### src/rtl/rrt_pkg.sv
`timescale 1ns/1ps
// Package: default sizes shared by the reference tracker modules.
// Assumes: sizes are small enough for a full bit matrix.
package rrt_pkg;
    localparam int DEF_NPREG = 16;  // physical registers (matrix columns)
    localparam int DEF_NARCH = 4;   // architectural registers mapped at reset
    localparam int DEF_NIQ   = 4;   // issue-queue rows
    localparam int DEF_NCKPT = 2;   // checkpoint rows
    localparam int DEF_CW    = 4;   // per-region branch counter width
endpackage

### src/rtl/rrt_row.sv
`timescale 1ns/1ps
// Module: one row of the reference matrix.
// Holds one bit per physical register. clr_all wipes the row, clr_vec
// clears chosen bits, set_vec sets bits; set wins over both clears.
// Assumes: synchronous active-low reset to RST_VAL.
module rrt_row #(
    parameter int          W       = 16,
    parameter logic [W-1:0] RST_VAL = '0
) (
    input  logic         clk,
    input  logic         rst_n,
    input  logic [W-1:0] set_vec,
    input  logic [W-1:0] clr_vec,
    input  logic         clr_all,
    output logic [W-1:0] row_q
);
    logic [W-1:0] row_d;

    // Next row value from clears then sets.
    always_comb begin
        row_d = clr_all ? '0 : (row_q & ~clr_vec);
        row_d = row_d | set_vec;
    end

    // Row register.
    always_ff @(posedge clk) begin
        if (!rst_n) row_q <= RST_VAL;
        else        row_q <= row_d;
    end
endmodule

### src/rtl/rrt_prio_enc.sv
`timescale 1ns/1ps
// Module: lowest-index priority encoder over the free vector.
// Assumes: W is at least 2.
module rrt_prio_enc #(
    parameter int W  = 16,
    localparam int IW = $clog2(W)
) (
    input  logic          clk,
    input  logic          rst_n,
    input  logic [W-1:0]  req,
    output logic          vld,
    output logic [IW-1:0] idx
);
    // Scan from the top so the lowest set bit wins.
    always_comb begin
        vld = 1'b0;
        idx = '0;
        for (int i = W - 1; i >= 0; i--) begin
            if (req[i]) begin
                vld = 1'b1;
                idx = IW'(i);
            end
        end
    end

    AST_GRANT_IN_REQ: assert property (@(posedge clk) disable iff (!rst_n)
        vld |-> req[idx]);
    AST_GRANT_LOWEST: assert property (@(posedge clk) disable iff (!rst_n)
        vld |-> ((req & ((W'(1) << idx) - W'(1))) == '0));
endmodule

### src/rtl/rrt_branch_track.sv
`timescale 1ns/1ps
// Module: per-region count of renamed but unexecuted branches.
// pend[r] is high while region r has an open branch; drain[r] pulses in
// the cycle its last open branch executes.
// Assumes: no execute event on a region with zero count, and no
// overflow of the CW-bit counter.
module rrt_branch_track #(
    parameter int NREG = 3,
    parameter int CW   = 4,
    localparam int RW  = (NREG > 1) ? $clog2(NREG) : 1
) (
    input  logic            clk,
    input  logic            rst_n,
    input  logic            br_ren,
    input  logic [RW-1:0]   br_ren_region,
    input  logic            br_exe,
    input  logic [RW-1:0]   br_exe_region,
    output logic [NREG-1:0] pend,
    output logic [NREG-1:0] drain
);
    logic [NREG-1:0][CW-1:0] cnt_q;

    for (genvar r = 0; r < NREG; r++) begin : g_reg
        logic inc, dec;
        assign inc = br_ren && (br_ren_region == RW'(r));
        assign dec = br_exe && (br_exe_region == RW'(r));
        assign pend[r]  = (cnt_q[r] != '0);
        assign drain[r] = dec && !inc && (cnt_q[r] == CW'(1));

        // Open-branch counter of region r.
        always_ff @(posedge clk) begin
            if (!rst_n)          cnt_q[r] <= '0;
            else if (inc && !dec) cnt_q[r] <= cnt_q[r] + CW'(1);
            else if (dec && !inc) cnt_q[r] <= cnt_q[r] - CW'(1);
        end

        AST_NO_UNDERFLOW: assert property (@(posedge clk) disable iff (!rst_n)
            (cnt_q[r] == '0) |-> !(dec && !inc));
        AST_NO_OVERFLOW: assert property (@(posedge clk) disable iff (!rst_n)
            (&cnt_q[r]) |-> !(inc && !dec));
    end

    AST_REGION_RANGE: assert property (@(posedge clk) disable iff (!rst_n)
        (br_ren -> (32'(br_ren_region) < NREG)) &&
        (br_exe -> (32'(br_exe_region) < NREG)));
endmodule

### src/rtl/regref_tracker.sv
`timescale 1ns/1ps
// Module: physical register reference tracker (top).
// Bit matrix of issue-queue, checkpoint, rename-map and recovery rows.
// A register is free when its column is all zero. One register is
// granted per cycle, lowest index first. When nothing is free the
// recovery row named by rec_oldest is sacrificed within the same cycle.
// Assumes: ow_tag is held by the map; region indices < NCKPT+1.
module regref_tracker
    import rrt_pkg::*;
#(
    parameter int  NPREG = DEF_NPREG,
    parameter int  NARCH = DEF_NARCH,
    parameter int  NIQ   = DEF_NIQ,
    parameter int  NCKPT = DEF_NCKPT,
    parameter int  CW    = DEF_CW,
    localparam int NREC  = NCKPT + 1,
    localparam int TW    = $clog2(NPREG),
    localparam int RW    = (NREC > 1) ? $clog2(NREC) : 1
) (
    input  logic                 clk,
    input  logic                 rst_n,
    input  logic [NIQ-1:0]       iq_set_en,
    input  logic [NIQ*NPREG-1:0] iq_set_vec,
    input  logic [NIQ-1:0]       iq_clr,
    input  logic [NCKPT-1:0]     ck_take,
    input  logic [NCKPT-1:0]     ck_clr,
    input  logic                 ow_vld,
    input  logic [TW-1:0]        ow_tag,
    input  logic [RW-1:0]        ow_region,
    input  logic                 br_ren,
    input  logic [RW-1:0]        br_ren_region,
    input  logic                 br_exe,
    input  logic [RW-1:0]        br_exe_region,
    input  logic [NREC-1:0]      rec_rel,
    input  logic [RW-1:0]        rec_oldest,
    input  logic                 alloc_req,
    output logic                 alloc_vld,
    output logic [TW-1:0]        alloc_tag,
    output logic                 stall
);
    localparam logic [NPREG-1:0] MAP_RST = (NPREG'(1) << NARCH) - NPREG'(1);

    logic [NIQ-1:0][NPREG-1:0]   iq_q;
    logic [NCKPT-1:0][NPREG-1:0] ck_q;
    logic [NREC-1:0][NPREG-1:0]  rec_q;
    logic [NPREG-1:0]            map_q;
    logic [NREC-1:0]             pend, drain;
    logic [NPREG-1:0]            base_or, rec_or_all, rec_or_keep;
    logic [NPREG-1:0]            free_raw, free_eff, enc_req;
    logic [NPREG-1:0]            grant_vec, ow_vec;
    logic                        victim;

    // Open-branch bookkeeping per region.
    rrt_branch_track #(.NREG(NREC), .CW(CW)) i_brt (
        .clk(clk), .rst_n(rst_n),
        .br_ren(br_ren), .br_ren_region(br_ren_region),
        .br_exe(br_exe), .br_exe_region(br_exe_region),
        .pend(pend), .drain(drain)
    );

    // Column reduction: rows that must be honoured vs. recovery rows.
    always_comb begin
        base_or     = map_q;
        rec_or_all  = '0;
        rec_or_keep = '0;
        for (int i = 0; i < NIQ; i++)   base_or = base_or | iq_q[i];
        for (int c = 0; c < NCKPT; c++) base_or = base_or | ck_q[c];
        for (int r = 0; r < NREC; r++) begin
            rec_or_all = rec_or_all | rec_q[r];
            if (RW'(r) != rec_oldest) rec_or_keep = rec_or_keep | rec_q[r];
        end
    end

    // Free-list selection, with victimization when nothing is free.
    always_comb begin
        free_raw = ~(base_or | rec_or_all);
        victim   = alloc_req && (free_raw == '0);
        free_eff = victim ? ~(base_or | rec_or_keep) : free_raw;
        enc_req  = alloc_req ? free_eff : '0;
    end

    rrt_prio_enc #(.W(NPREG)) i_enc (
        .clk(clk), .rst_n(rst_n),
        .req(enc_req), .vld(alloc_vld), .idx(alloc_tag)
    );

    assign stall     = alloc_req && !alloc_vld;
    assign grant_vec = alloc_vld ? (NPREG'(1) << alloc_tag) : '0;
    assign ow_vec    = ow_vld ? (NPREG'(1) << ow_tag) : '0;

    // Rename map row: gains grants, loses overwritten tags.
    rrt_row #(.W(NPREG), .RST_VAL(MAP_RST)) i_map (
        .clk(clk), .rst_n(rst_n),
        .set_vec(grant_vec), .clr_vec(ow_vec), .clr_all(1'b0),
        .row_q(map_q)
    );

    // Issue-queue rows: set at dispatch, wiped at execute.
    for (genvar i = 0; i < NIQ; i++) begin : g_iq
        rrt_row #(.W(NPREG)) i_row (
            .clk(clk), .rst_n(rst_n),
            .set_vec(iq_set_en[i] ? iq_set_vec[i*NPREG +: NPREG] : '0),
            .clr_vec('0), .clr_all(iq_clr[i]),
            .row_q(iq_q[i])
        );
    end

    // Checkpoint rows: replaced on take, wiped on retire or squash.
    for (genvar c = 0; c < NCKPT; c++) begin : g_ck
        rrt_row #(.W(NPREG)) i_row (
            .clk(clk), .rst_n(rst_n),
            .set_vec(ck_take[c] ? map_q : '0),
            .clr_vec('0), .clr_all(ck_take[c] | ck_clr[c]),
            .row_q(ck_q[c])
        );

        AST_CK_HOLD: assert property (@(posedge clk) disable iff (!rst_n)
            !(ck_take[c] || ck_clr[c]) |=> $stable(ck_q[c]));
    end

    // Recovery rows: gated capture, released on any opportunistic event.
    for (genvar r = 0; r < NREC; r++) begin : g_rec
        logic cap, wipe;
        assign cap  = ow_vld && (ow_region == RW'(r)) && pend[r];
        if (r < NCKPT) begin : g_ckc
            assign wipe = drain[r] || rec_rel[r] ||
                          (victim && rec_oldest == RW'(r)) || ck_clr[r];
        end else begin : g_tail
            assign wipe = drain[r] || rec_rel[r] ||
                          (victim && rec_oldest == RW'(r));
        end

        rrt_row #(.W(NPREG)) i_row (
            .clk(clk), .rst_n(rst_n),
            .set_vec(cap ? ow_vec : '0),
            .clr_vec('0), .clr_all(wipe),
            .row_q(rec_q[r])
        );

        AST_CAPTURE_GATED: assert property (@(posedge clk) disable iff (!rst_n)
            !pend[r] |=> ((rec_q[r] & ~$past(rec_q[r])) == '0));
        AST_DRAIN_EMPTIES: assert property (@(posedge clk) disable iff (!rst_n)
            (drain[r] && !(ow_vld && ow_region == RW'(r))) |=> (rec_q[r] == '0));
        AST_RELEASE_EMPTIES: assert property (@(posedge clk) disable iff (!rst_n)
            (rec_rel[r] && !(ow_vld && ow_region == RW'(r))) |=> (rec_q[r] == '0));
        AST_VICTIM_EMPTIES: assert property (@(posedge clk) disable iff (!rst_n)
            (victim && rec_oldest == RW'(r) && !(ow_vld && ow_region == RW'(r)))
            |=> (rec_q[r] == '0));
    end

    AST_GRANT_HELD: assert property (@(posedge clk) disable iff (!rst_n)
        alloc_vld |=> map_q[$past(alloc_tag)]);
    AST_GRANT_NOT_BUSY: assert property (@(posedge clk) disable iff (!rst_n)
        alloc_vld |-> !base_or[alloc_tag]);
    AST_STALL_NO_GAIN: assert property (@(posedge clk) disable iff (!rst_n)
        (stall && !ow_vld) |=> $stable(map_q));
    AST_OW_MAPPED: assert property (@(posedge clk) disable iff (!rst_n)
        ow_vld |-> (map_q[ow_tag] && (32'(ow_region) < NREC)));
endmodule

### config.mk
export PLATFORM = sky130hd
export DESIGN_NAME = regref_tracker
export DESIGN_NICKNAME = d
export VERILOG_FILES = /design/src/rtl/rrt_pkg.sv /design/src/rtl/rrt_row.sv /design/src/rtl/rrt_prio_enc.sv /design/src/rtl/rrt_branch_track.sv /design/src/rtl/regref_tracker.sv
export SDC_FILE = /design/constraint.sdc
export NUM_CORES = 1
export LEC_CHECK = 0
export ABC_AREA = 1
export BUFFER_PORTS_ARGS = -buffer_cell sky130_fd_sc_hd__buf_2
export CORE_ASPECT_RATIO = 0.5
export CORE_MARGIN = 10
export CORE_UTILIZATION = 35
export DETAILED_ROUTE_END_ITERATION = 10
export GPL_TIMING_DRIVEN = 0
export PLACE_DENSITY = 0.58
export REMOVE_ABC_BUFFERS = 1
export SETUP_SLACK_MARGIN = 0.3
export SYNTH_ARGS = -nofsm -noshare
export SYNTH_HDL_FRONTEND = slang
export SYNTH_SLANG_ARGS = --single-unit
### constraint.sdc
create_clock -name clk -period 2.43 [get_ports clk]
set_input_delay 0.3645 -clock clk [delete_from_list [all_inputs] [get_ports clk]]
set_output_delay 0.3645 -clock clk [all_outputs]
set_load 0.02 [all_outputs]
; After elaboration in Yosys (flattened, before gate mapping)
; Index checks and enable logic that the tools add are counted.
[word_totals]
reg_bits = 172
output_inout_bits = 6
elab_cells = 178
[classes]
add_sub_neg = 6
n_eq_ne = 13
shifts = 2
n_mux = 63
bitwise_logic = 28
n_reduce_logical = 53
[ops]
columns = operator, n
row1 = $mux W16, 25
row2 = $or A16 B16 Y16, 22
row3 = $mux W4, 22
row4 = $not A16 Y16, 3
row5 = $shl A1 B4 Y16 const A, 2
row6 = $logic_and A1 B1 Y1, 26
row7 = $and A16 B16 Y16, 1
row8 = $logic_not A16 Y1, 1
row9 = $mux W1, 16
row10 = $add A4 B1 Y4 const B, 3
row11 = $eq A4 B1 Y1 const B, 3
row12 = $reduce_bool A4 Y1, 3
row13 = $sub A4 B1 Y4 const B, 3
row14 = $eq A2 B1 Y1 const B, 4
row15 = $eq A2 B2 Y1 const B, 4
row16 = $logic_not A2 Y1, 4
row17 = $logic_or A1 B1 Y1, 8
row18 = $reduce_bool A2 Y1, 4
row19 = $logic_not A1 Y1, 7
row20 = $ne A1 B2 Y1 const A, 1
row21 = $ne A2 B2 Y1 const A, 1
row22 = $or A1 B1 Y1, 2

; Logic depth before layout (Yosys ltp)
; Gate-level depths: netlist (run 1).
[depth]
depth_word = 31
ltp_mapped = 30
depth_no_buf = 29

; Cells and area by module
; From an unflattened synthesis (run 1), not the netlist that was laid out.
[unflattened]
cells_unflattened = 1683
hier_area_um2 = 10662.7
[by_module_without_submodules]
columns = module, instances, cells_per_inst, area_per_inst_um2
row1 = rrt_row at g_ck[0].i_row ..., 9, 84, 659.4
row2 = regref_tracker, 1, 650, 2890.3
row3 = rrt_branch_track, 1, 148, 974.7
row4 = rrt_row at i_map, 1, 80, 654.4
row5 = rrt_prio_enc, 1, 49, 209.0

; Least setup slack after synthesis (run 1)
; OpenSTA, ideal clock, no wires.
[synth_timing]
kind = register -> output
from = register i_map.row_q[14]
to = output stall
arrival_time_ns = 2.236
required_time_ns = 2.066
setup_slack_ns = -0.170
path_stages_with_launch = 19
n_path_buf = 2
cell_sequence = dfxtp_1 > nor2_1 > nand2_1 > nor2_1 > nand2_1 > nand2_1 > nor2_1 > nand2_1 > nor2_2 > nand2_2 > buf_6 > buf_6 > o21ai_2 > nand2_1 > nor2_4 > inv_2 > nor2_4 > nand2_1 > nor2_1
[synth_between]
elab_chain_len = 30
word_cells_on_any_way = 32
classes_between = 18 x mux / 10 x bitwise / 4 x reduce/logical
[synth_lines]
columns = element, line
row1 = start: declaration, rrt_row.sv:15  ; output logic [W-1:0] row_q
row2 = start signal: assignment, rrt_row.sv:28  ; else row_q <= row_d;
row3 = $or A16 B16 Y16 (*) (4 in series), regref_tracker.sv:66  ; for (int i = 0; i < NIQ; i++) base_or = base_or | iq_q[i];
row4 = $or A16 B16 Y16 (*) (2 in series), regref_tracker.sv:67  ; for (int c = 0; c < NCKPT; c++) base_or = base_or | ck_q[c];
row5 = $or A16 B16 Y16, regref_tracker.sv:76  ; free_raw = ~(base_or | rec_or_all);
row6 = $not A16 Y16, regref_tracker.sv:76
row7 = $logic_not A16 Y1, regref_tracker.sv:77  ; victim = alloc_req && (free_raw == '0);
row8 = $logic_and A1 B1 Y1, regref_tracker.sv:77
row9 = $mux W16 (*), regref_tracker.sv:78  ; free_eff = victim ? ~(base_or | rec_or_keep) : free_raw;
row10 = $mux W16 (*), regref_tracker.sv:79  ; enc_req = alloc_req ? free_eff : '0;
row11 = $mux W1 (15 in series), rrt_prio_enc.sv:19  ; if (req[i]) begin
row12 = $mux W1 (*), rrt_prio_enc.sv:19
row13 = net alloc_vld, regref_tracker.sv:37  ; output logic alloc_vld,
row14 = $logic_not A1 Y1 (*), regref_tracker.sv:87  ; assign stall = alloc_req && !alloc_vld;
row15 = $logic_and A1 B1 Y1 (*), regref_tracker.sv:87
row16 = end: declaration, regref_tracker.sv:39  ; output logic stall
; The timed path passes the listed nets; every way through them passes the cells marked *.

; Final worst setup path (run 1)
[layout_timing]
from = register g_iq[1].i_row.row_q[15]
to = output alloc_tag[3]
[layout_between]
elab_chain_len = 27
word_cells_on_any_way = 29
classes_between = 18 x mux / 9 x bitwise / 2 x reduce/logical
[layout_lines]
columns = element, line
row1 = start: declaration, rrt_row.sv:15
row2 = start signal: assignment, rrt_row.sv:28
row3 = $or A16 B16 Y16 (*) (3 in series), regref_tracker.sv:66
row4 = $or A16 B16 Y16 (*) (2 in series), regref_tracker.sv:67
row5 = $or A16 B16 Y16, regref_tracker.sv:76
row6 = $not A16 Y16, regref_tracker.sv:76
row7 = $logic_not A16 Y1, regref_tracker.sv:77
row8 = $logic_and A1 B1 Y1, regref_tracker.sv:77
row9 = $mux W16 (*), regref_tracker.sv:78
row10 = $mux W16 (*), regref_tracker.sv:79
row11 = $mux W4 (15 in series), rrt_prio_enc.sv:19
row12 = $mux W4 (*), rrt_prio_enc.sv:19
row13 = end: declaration, regref_tracker.sv:38  ; output logic [TW-1:0] alloc_tag,
; Every way passes the cells marked *; elsewhere a longest branch is shown, timed or not.

==> results of run 1 <==
[report_power, final]
group | switching [mW] | internal, mW
Clock | 1.24 | 1.46
Sequential | 0.122 | 2.99
Combinational | 1.08 | 0.706
[cells by family (layout without fill, tap and decap cells)]
kind of cell	Yosys count	count (layout)	synth area share, %
AND/OR/NAND/NOR	609	610	30.5
buffers and inverters	137	255	6.80
AO/OA/AOI/OAI	254	254	17.0
XOR/XNOR	3	3	0.325
other	0	1	0
flip-flops	172	172	42.5
adder cells (fa/ha/maj)	18	18	2.78
[synthesized netlist by cell type (all sizes together)]
master | instances | area [µm²]
nand2 | 418 | 1590
a21oi | 178 | 906
dfxtp | 172 | 3440
nor2 | 121 | 495
inv | 79 | 299
clkbuf | 47 | 176
o21ai | 47 | 243
nor3 | 29 | 150
nand3 | 22 | 115
ha | 18 | 225
a22oi | 12 | 90.1
nand4 | 11 | 68.8
buf | 7 | 58.8
and3 | 6 | 37.5
a22o | 4 | 35.0
clkinv | 4 | 16.3
a2111oi | 3 | 26.3
a211oi | 3 | 22.5
xnor2 | 3 | 26.3
a311oi | 2 | 17.5
a31oi | 2 | 12.5
o211ai | 2 | 15.0
nor2b | 1 | 6.26
o21bai | 1 | 11.3
or2 | 1 | 6.26
[worst min-delay path by stage]
stage                                            start                                  to  slack (ns)  cells after the start
CTS                                     iq_set_vec[23]   g_iq[1].i_row.row_q[7]$_SDFF_PN0_        0.15                      3
floorplan                 i_brt.cnt_q[11]$_SDFFE_PN0P_        i_brt.cnt_q[11]$_SDFFE_PN0P_        0.44                      2
detailed placement  g_ck[0].i_row.row_q[15]$_SDFF_PN0_  g_ck[0].i_row.row_q[15]$_SDFF_PN0_        0.45                      2
finish                                   iq_set_vec[6]   g_iq[0].i_row.row_q[6]$_SDFF_PN0_        0.15                      3
global placement     g_ck[1].i_row.row_q[4]$_SDFF_PN0_   g_ck[1].i_row.row_q[4]$_SDFF_PN0_        0.45                      2
global route                             iq_set_vec[6]   g_iq[0].i_row.row_q[6]$_SDFF_PN0_        0.15                      3
[sequential cells by signal (all words and copies together) (netlist names)]
| name | count |
|---|---|
| g_ck.i_row.row_q | 32 |
| g_iq.i_row.row_q | 64 |
| i_brt.cnt_q | 12 |
| g_rec.i_row.row_q | 48 |
| i_map.row_q | 16 |
[cells in the final DEF (no fill, tap or decap), types with 3 or more instances in the layout]
cell type,netlist,routed
nand4_1,11,11
nor3_1,28,28
a22oi_1,12,12
clkbuf_16,0,18
inv_8,0,3
clkinv_4,0,5
dfxtp_2,0,38
nand2_1,412,393
xnor2_1,3,3
a2111oi_0,3,3
nand3_1,21,16
buf_12,0,6
inv_1,69,66
and3_1,6,6
buf_4,0,25
nor2_1,114,91
nor2_2,4,9
o21ai_1,11,10
nand3_2,1,5
buf_6,4,8
o21ai_2,2,3
nand2_2,5,22
dfxtp_1,172,132
a21oi_1,176,173
a22o_1,4,4
ha_1,18,18
o21ai_0,34,34
nand2_4,1,3
inv_6,0,3
inv_2,9,11
a21oi_2,1,4
nor2_4,2,20
buf_2,2,98
[per-layer routing]
metal,up-vias,track usage (%)
met1,3793,20.7
met4,0,5.28
met3,29,4.21
met2,170,27.0
li1,4074,-
met5,-,0
[through the flow]
| stage | setup slack (ns) | hold slack [ns] | setup TNS (ns) | util [%] |
|---|---|---|---|---|
| finish | -0.812 | 0.153 | -9.89 | 44.5 |
| global route | -1.00 | 0.147 | -14.41 | 44.5 |
| CTS | -0.787 | 0.148 | -8.33 | 43.6 |
| detailed placement | -1.31 | 0.452 | -40.40 | 38.7 |
| global placement | -2.86 | 0.448 | -440.04 | 38.4 |
| floorplan | -0.831 | 0.439 | -112.39 | - |
[final cells by class]
cell class | count | share of cell area, %
diodes | 1 | 0.0247
inverters | 83 | 3.34
well taps | 307 | 3.79
repair buffers | 140 | 9.42
clock inverters | 13 | 1.31
multi-input cells | 885 | 43.3
flip-flops and latches | 172 | 34.5
clock buffers | 19 | 4.37
[what timing repair did]
action,4_1_cts,5_1_grt
gates resized for setup,101,38
setup endpoints to repair,70,70
setup buffers,27,7
pin swaps,32,19
gates cloned,1,1
[worst max-delay path, stage by stage (launching register included)]
cell,delay (ns)
dfxtp_2,0.34
nor2_4,0.15
nand2_2,0.08
nor2_4,0.18
nand2_2,0.08
nand2_1,0.08
nor2_2,0.05
nand2_2,0.08
nor2_4,0.05
buf_6,0.14
nand2_4,0.16
o21ai_1,0.10
nand2_1,0.10
nand2_1,0.10
nor2_1,0.14
inv_2,0.09
nor2_4,0.10
inv_2,0.07
nor2_8,0.13
buf_2,0.19
==> reports/summary.txt, run 1 <==
Fin cells: 1620
Placer Congestion: 0.876
Clock Path Buffers: 2
Antenna violations before repair: 1
# clock sinks: 172
Multi-input logic area: 0.00439 mm²
Global-route wire length before repair: 40000 µm
Initial Util: 35.5%
DR vias/cell: 4.98
Die height: 128 µm
Fmax achieved: 0.308 GHz
Fin nets: 1414
H-tree depth: 4
Warnings from Yosys: 0
DRC Markers: 0
I/O pin count: 103
Slew Limit Headroom: 10.0%
Status: complete, but fails checks
Final setup fails: 22
Pwr Total: 7.60 mW
Post-DR wirelength/cell: 15.8 µm
Crit end category: output pin
Largest net degree at the start of global routing: 114
Post-synthesis cell type count: 41
Clock Latency Late Sink: 0.45 ns
Data required, critical path: 2.07 ns
Drt pass-1 iters: 6
# rows: 39
DIE AREA: 0.0300 mm²
CTS tree: yes
Share of cells above drive strength 1: 23.0%
Initial DRC Count: 696
Crit Path Max Fanout: 14
Min-delay worst type: primary input to register
Total CTS buffers: 17
Fillers: 2324
Pwr per Cell Area: 749 mW/mm²
Routed Antenna Nets: 0
Post-Syn Area: 0.00809 mm²
Register area: 0.00350 mm²
# port buffers: 102
Met2 routed WL: 12100 µm
Wl on met1: 11800 µm
Die X: 235 µm
Core area: 0.0228 mm²
Startpoint of the worst setup timing path: g_iq[1].i_row.row_q[15]$_SDFF_PN0_
Period Utilization, post-route: 133%
Vias: 8066
Average cell area after synthesis: 6.78 µm²
Worst Setup Slack, final: -0.812 ns
Failing checks: setup timing
Setup slack, reg-to-reg: -0.45 ns
Slew @ Worst Pin: 1.34 ns
Worst setup path class: register to output pin
CP endpoint: alloc_tag[3]
Dpl cell area: 0.00882 mm²
GRT Residual Overflow: 0
Fin area: 0.0101 mm²
Cells after synthesis: 1193
DRT Wirelength: 25600 µm
Sequential area share after synthesis: 42.5%
Top Metal Used: met4
Met3 WL: 1270 µm
Worst-path clk slew: 0.08 ns
Worst reg2reg path startpoint: g_iq[1].i_row.row_q[15]$_SDFF_PN0_
Crit path DAT: 2.88 ns
R2R depth: 32
Max-slew violations: 0
Fin. Hold Viols: 0
Max-cap violation count: 0
Synthesized flop and latch total: 172
IR drop worst, VDD: 523 µV
GR Util All Layers: 16.4%
Root buffer cell: clkbuf_16
Crit path launch type: register
Dpl hpwl: 17700 µm
Vias in the first global route: 7599
Fin Clk Skew: 0.0141 ns
RSZ-0062 raised after global routing: true
Reg2reg end: i_map.row_q[11]$_SDFF_PN0_
P_leak: 4.11 nW
Tmin final: 3.24 ns
Hold Buf Count CTS: 0
Placed cell count: 1551
P&R area growth vs syn: 25.4%
Power figures use the tool's default switching activity.
==> inputs of run 2 (changes only) <==
Settings changed: CORE_ASPECT_RATIO 0.5 to not set.
==> reports/summary.txt, run 2 (same netlist as run 1, synthesis figures left out) <==
Fin nets: 1425
Fmax achieved: 0.305 GHz
Worst Setup Slack, final: -0.845 ns
Slew @ Worst Pin: 1.30 ns
Fin cells: 1608
GR Util All Layers: 16.5%
CP top delay family: simple AND/OR/NAND/NOR gates
DRC Markers: 0
Global-route wire length before repair: 38800 µm
Setup slack, reg-to-reg: -0.77 ns
Dpl cell area: 0.00879 mm²
# clock sinks: 172
Switching share of power: 31.8%
Initial DRC Count: 586
Worst setup path class: register to output pin
Root buffer cell: clkbuf_16
IR drop worst, VDD: 546 µV
NetSw: 2.47 mW
Routed Antenna Nets: 0
Largest net degree at the start of global routing: 119
Crit end category: output pin
Multi-input logic area: 0.00442 mm²
Commonest non-fill, non-tap cell in the layout: nand2_1
Slew Limit Headroom: 13.0%
Combinational share of power: 24.7%
Most frequent cells in the layout: nand2_1, a21oi_1, dfxtp_1
# port buffers: 102
Crit Path Max Fanout: 3
Register area: 0.00349 mm²
Clock Latency Late Sink: 0.44 ns
Pwr per Cell Area: 756 mW/mm²
Initial Util: 35.6%
Placed cell count: 1529
Vias: 7981
CTS tree: yes
Crit path launch type: register
DR vias/cell: 4.96
Largest registers: g_iq.i_row.row_q x64, g_rec.i_row.row_q x48, g_ck.i_row.row_q x32
Dpl hpwl: 16900 µm
Data required, critical path: 2.07 ns
Fin area: 0.0103 mm²
RSZ-0062 raised after global routing: true
Setup TNS: -13.47 ns
Drt pass-1 iters: 5
DIE AREA: 0.0296 mm²
Antenna violations before repair: 0
# rows: 55
Worst path max stage delay: 0.35 ns
Internal: 5.29 mW
GRT Residual Overflow: 0
Hold Slack: 0.167 ns
P_leak: 4.17 nW
Die X: 172 µm
DRT Wirelength: 24700 µm
Antenna Cells: 0
Placer Congestion: 0.867
Final setup fails: 22
Total CTS buffers: 17
Fillers: 2350
I/O pin count: 103
Fin. Hold Viols: 0
Failing checks: setup timing
Status: complete, but fails checks
Pwr Total: 7.76 mW
Reg with most FFs: g_iq.i_row.row_q
P&R area growth vs syn: 26.8%
Post-DR wirelength/cell: 15.3 µm
Die height: 172 µm
Min-delay worst type: primary input to register
Most frequent CP cell: nand2_1
Clock Path Buffers: 2
Fin Clk Skew: 0.0143 ns
H-tree depth: 4
Crit-path slowest cell: dfxtp_1
Tmin final: 3.27 ns
Hold Buf Count CTS: 0
Number of flip-flops in the largest register: 64
Max-slew violations: 0
Vias in the first global route: 7425
Core area: 0.0227 mm²
Max-cap violation count: 0
Share of cells above drive strength 1: 24.3%
Crit path buf inv count: 4
Clk pwr share: 35.4%
Period Utilization, post-route: 135%
Worst-path clk slew: 0.07 ns
Flop pwr share: 39.9%
Crit path DAT: 2.91 ns
[run 2: changes by cell type in the layout (fill, tap and decap cells not counted), sizes merged]
cell,delta
clkinv,-4
inv,+5
bufbuf,+1
buf,+11
diode,-1
clkbuf,-2
[run 2: repair_timing]
action,CTS,global route
cloned,2,0
pin swaps,18,34
gates resized for setup,101,60
setup endpoints to repair,70,70
buffers inserted,30,15
[run 2: power by group through the flow]
stage / logic [mW] / clock network [mW] / registers [mW]
3_5_place_dp: 1.33 / 0 / 3.15
2_1_floorplan: 0.896 / 0 / 3.12
6_report: 1.91 / 2.75 / 3.10
3_3_place_gp: 1.32 / 0 / 3.15
4_1_cts: 1.77 / 2.80 / 3.09
5_1_grt: 2.11 / 2.93 / 3.12
[run 2: stage by stage]
stage | utilization [%] | setup slack, ns
3_3_place_gp | 38.4 | -3.11
5_1_grt | 45.2 | -1.11
4_1_cts | 43.8 | -0.796
3_5_place_dp | 38.7 | -1.15
2_1_floorplan | - | -0.831
6_report | 45.2 | -0.845
[run 2: path summary, 6_finish.rpt]
kind,depth (start not counted),from,to
setup reg to reg,36,g_ck[0].i_row.row_q[15]$_SDFF_PN0_,i_map.row_q[9]$_SDFF_PN0_
setup / recovery,29,g_ck[0].i_row.row_q[15]$_SDFF_PN0_,alloc_tag[0]
hold / removal,3,iq_set_vec[51],g_iq[3].i_row.row_q[3]$_SDFF_PN0_
hold reg to reg,2,g_ck[1].i_row.row_q[15]$_SDFF_PN0_,g_ck[1].i_row.row_q[15]$_SDFF_PN0_
[run 2: routing by layer]
metal / global-route usage [%] / vias up / wire [µm]
met5: 0 / - / 0
met4: 4.54 / 0 / 349
met3: 3.85 / 21 / 1250
met2: 25.5 / 191 / 11300
met1: 22.5 / 3660 / 11800
li1: - / 4109 / -
[run 2: cell type report]
cell class                      instances  area share, %
Sequential cell                       172           34.0
Tap cell                              285           3.47
Timing Repair Buffer                  151           10.4
Multi-Input combinational cell        885           43.1
Clock inverter                         14           1.44
Clock buffer                           18           4.28
Inverter                               83           3.25
[run 2: worst min-delay path: cells and delay by family]
kind | cells | cell delay [ns]
and+or+nand+nor | 1 | 0.05
buffers and inverters | 1 | 0.09
AOI/OAI and AO/OA | 1 | 0.05
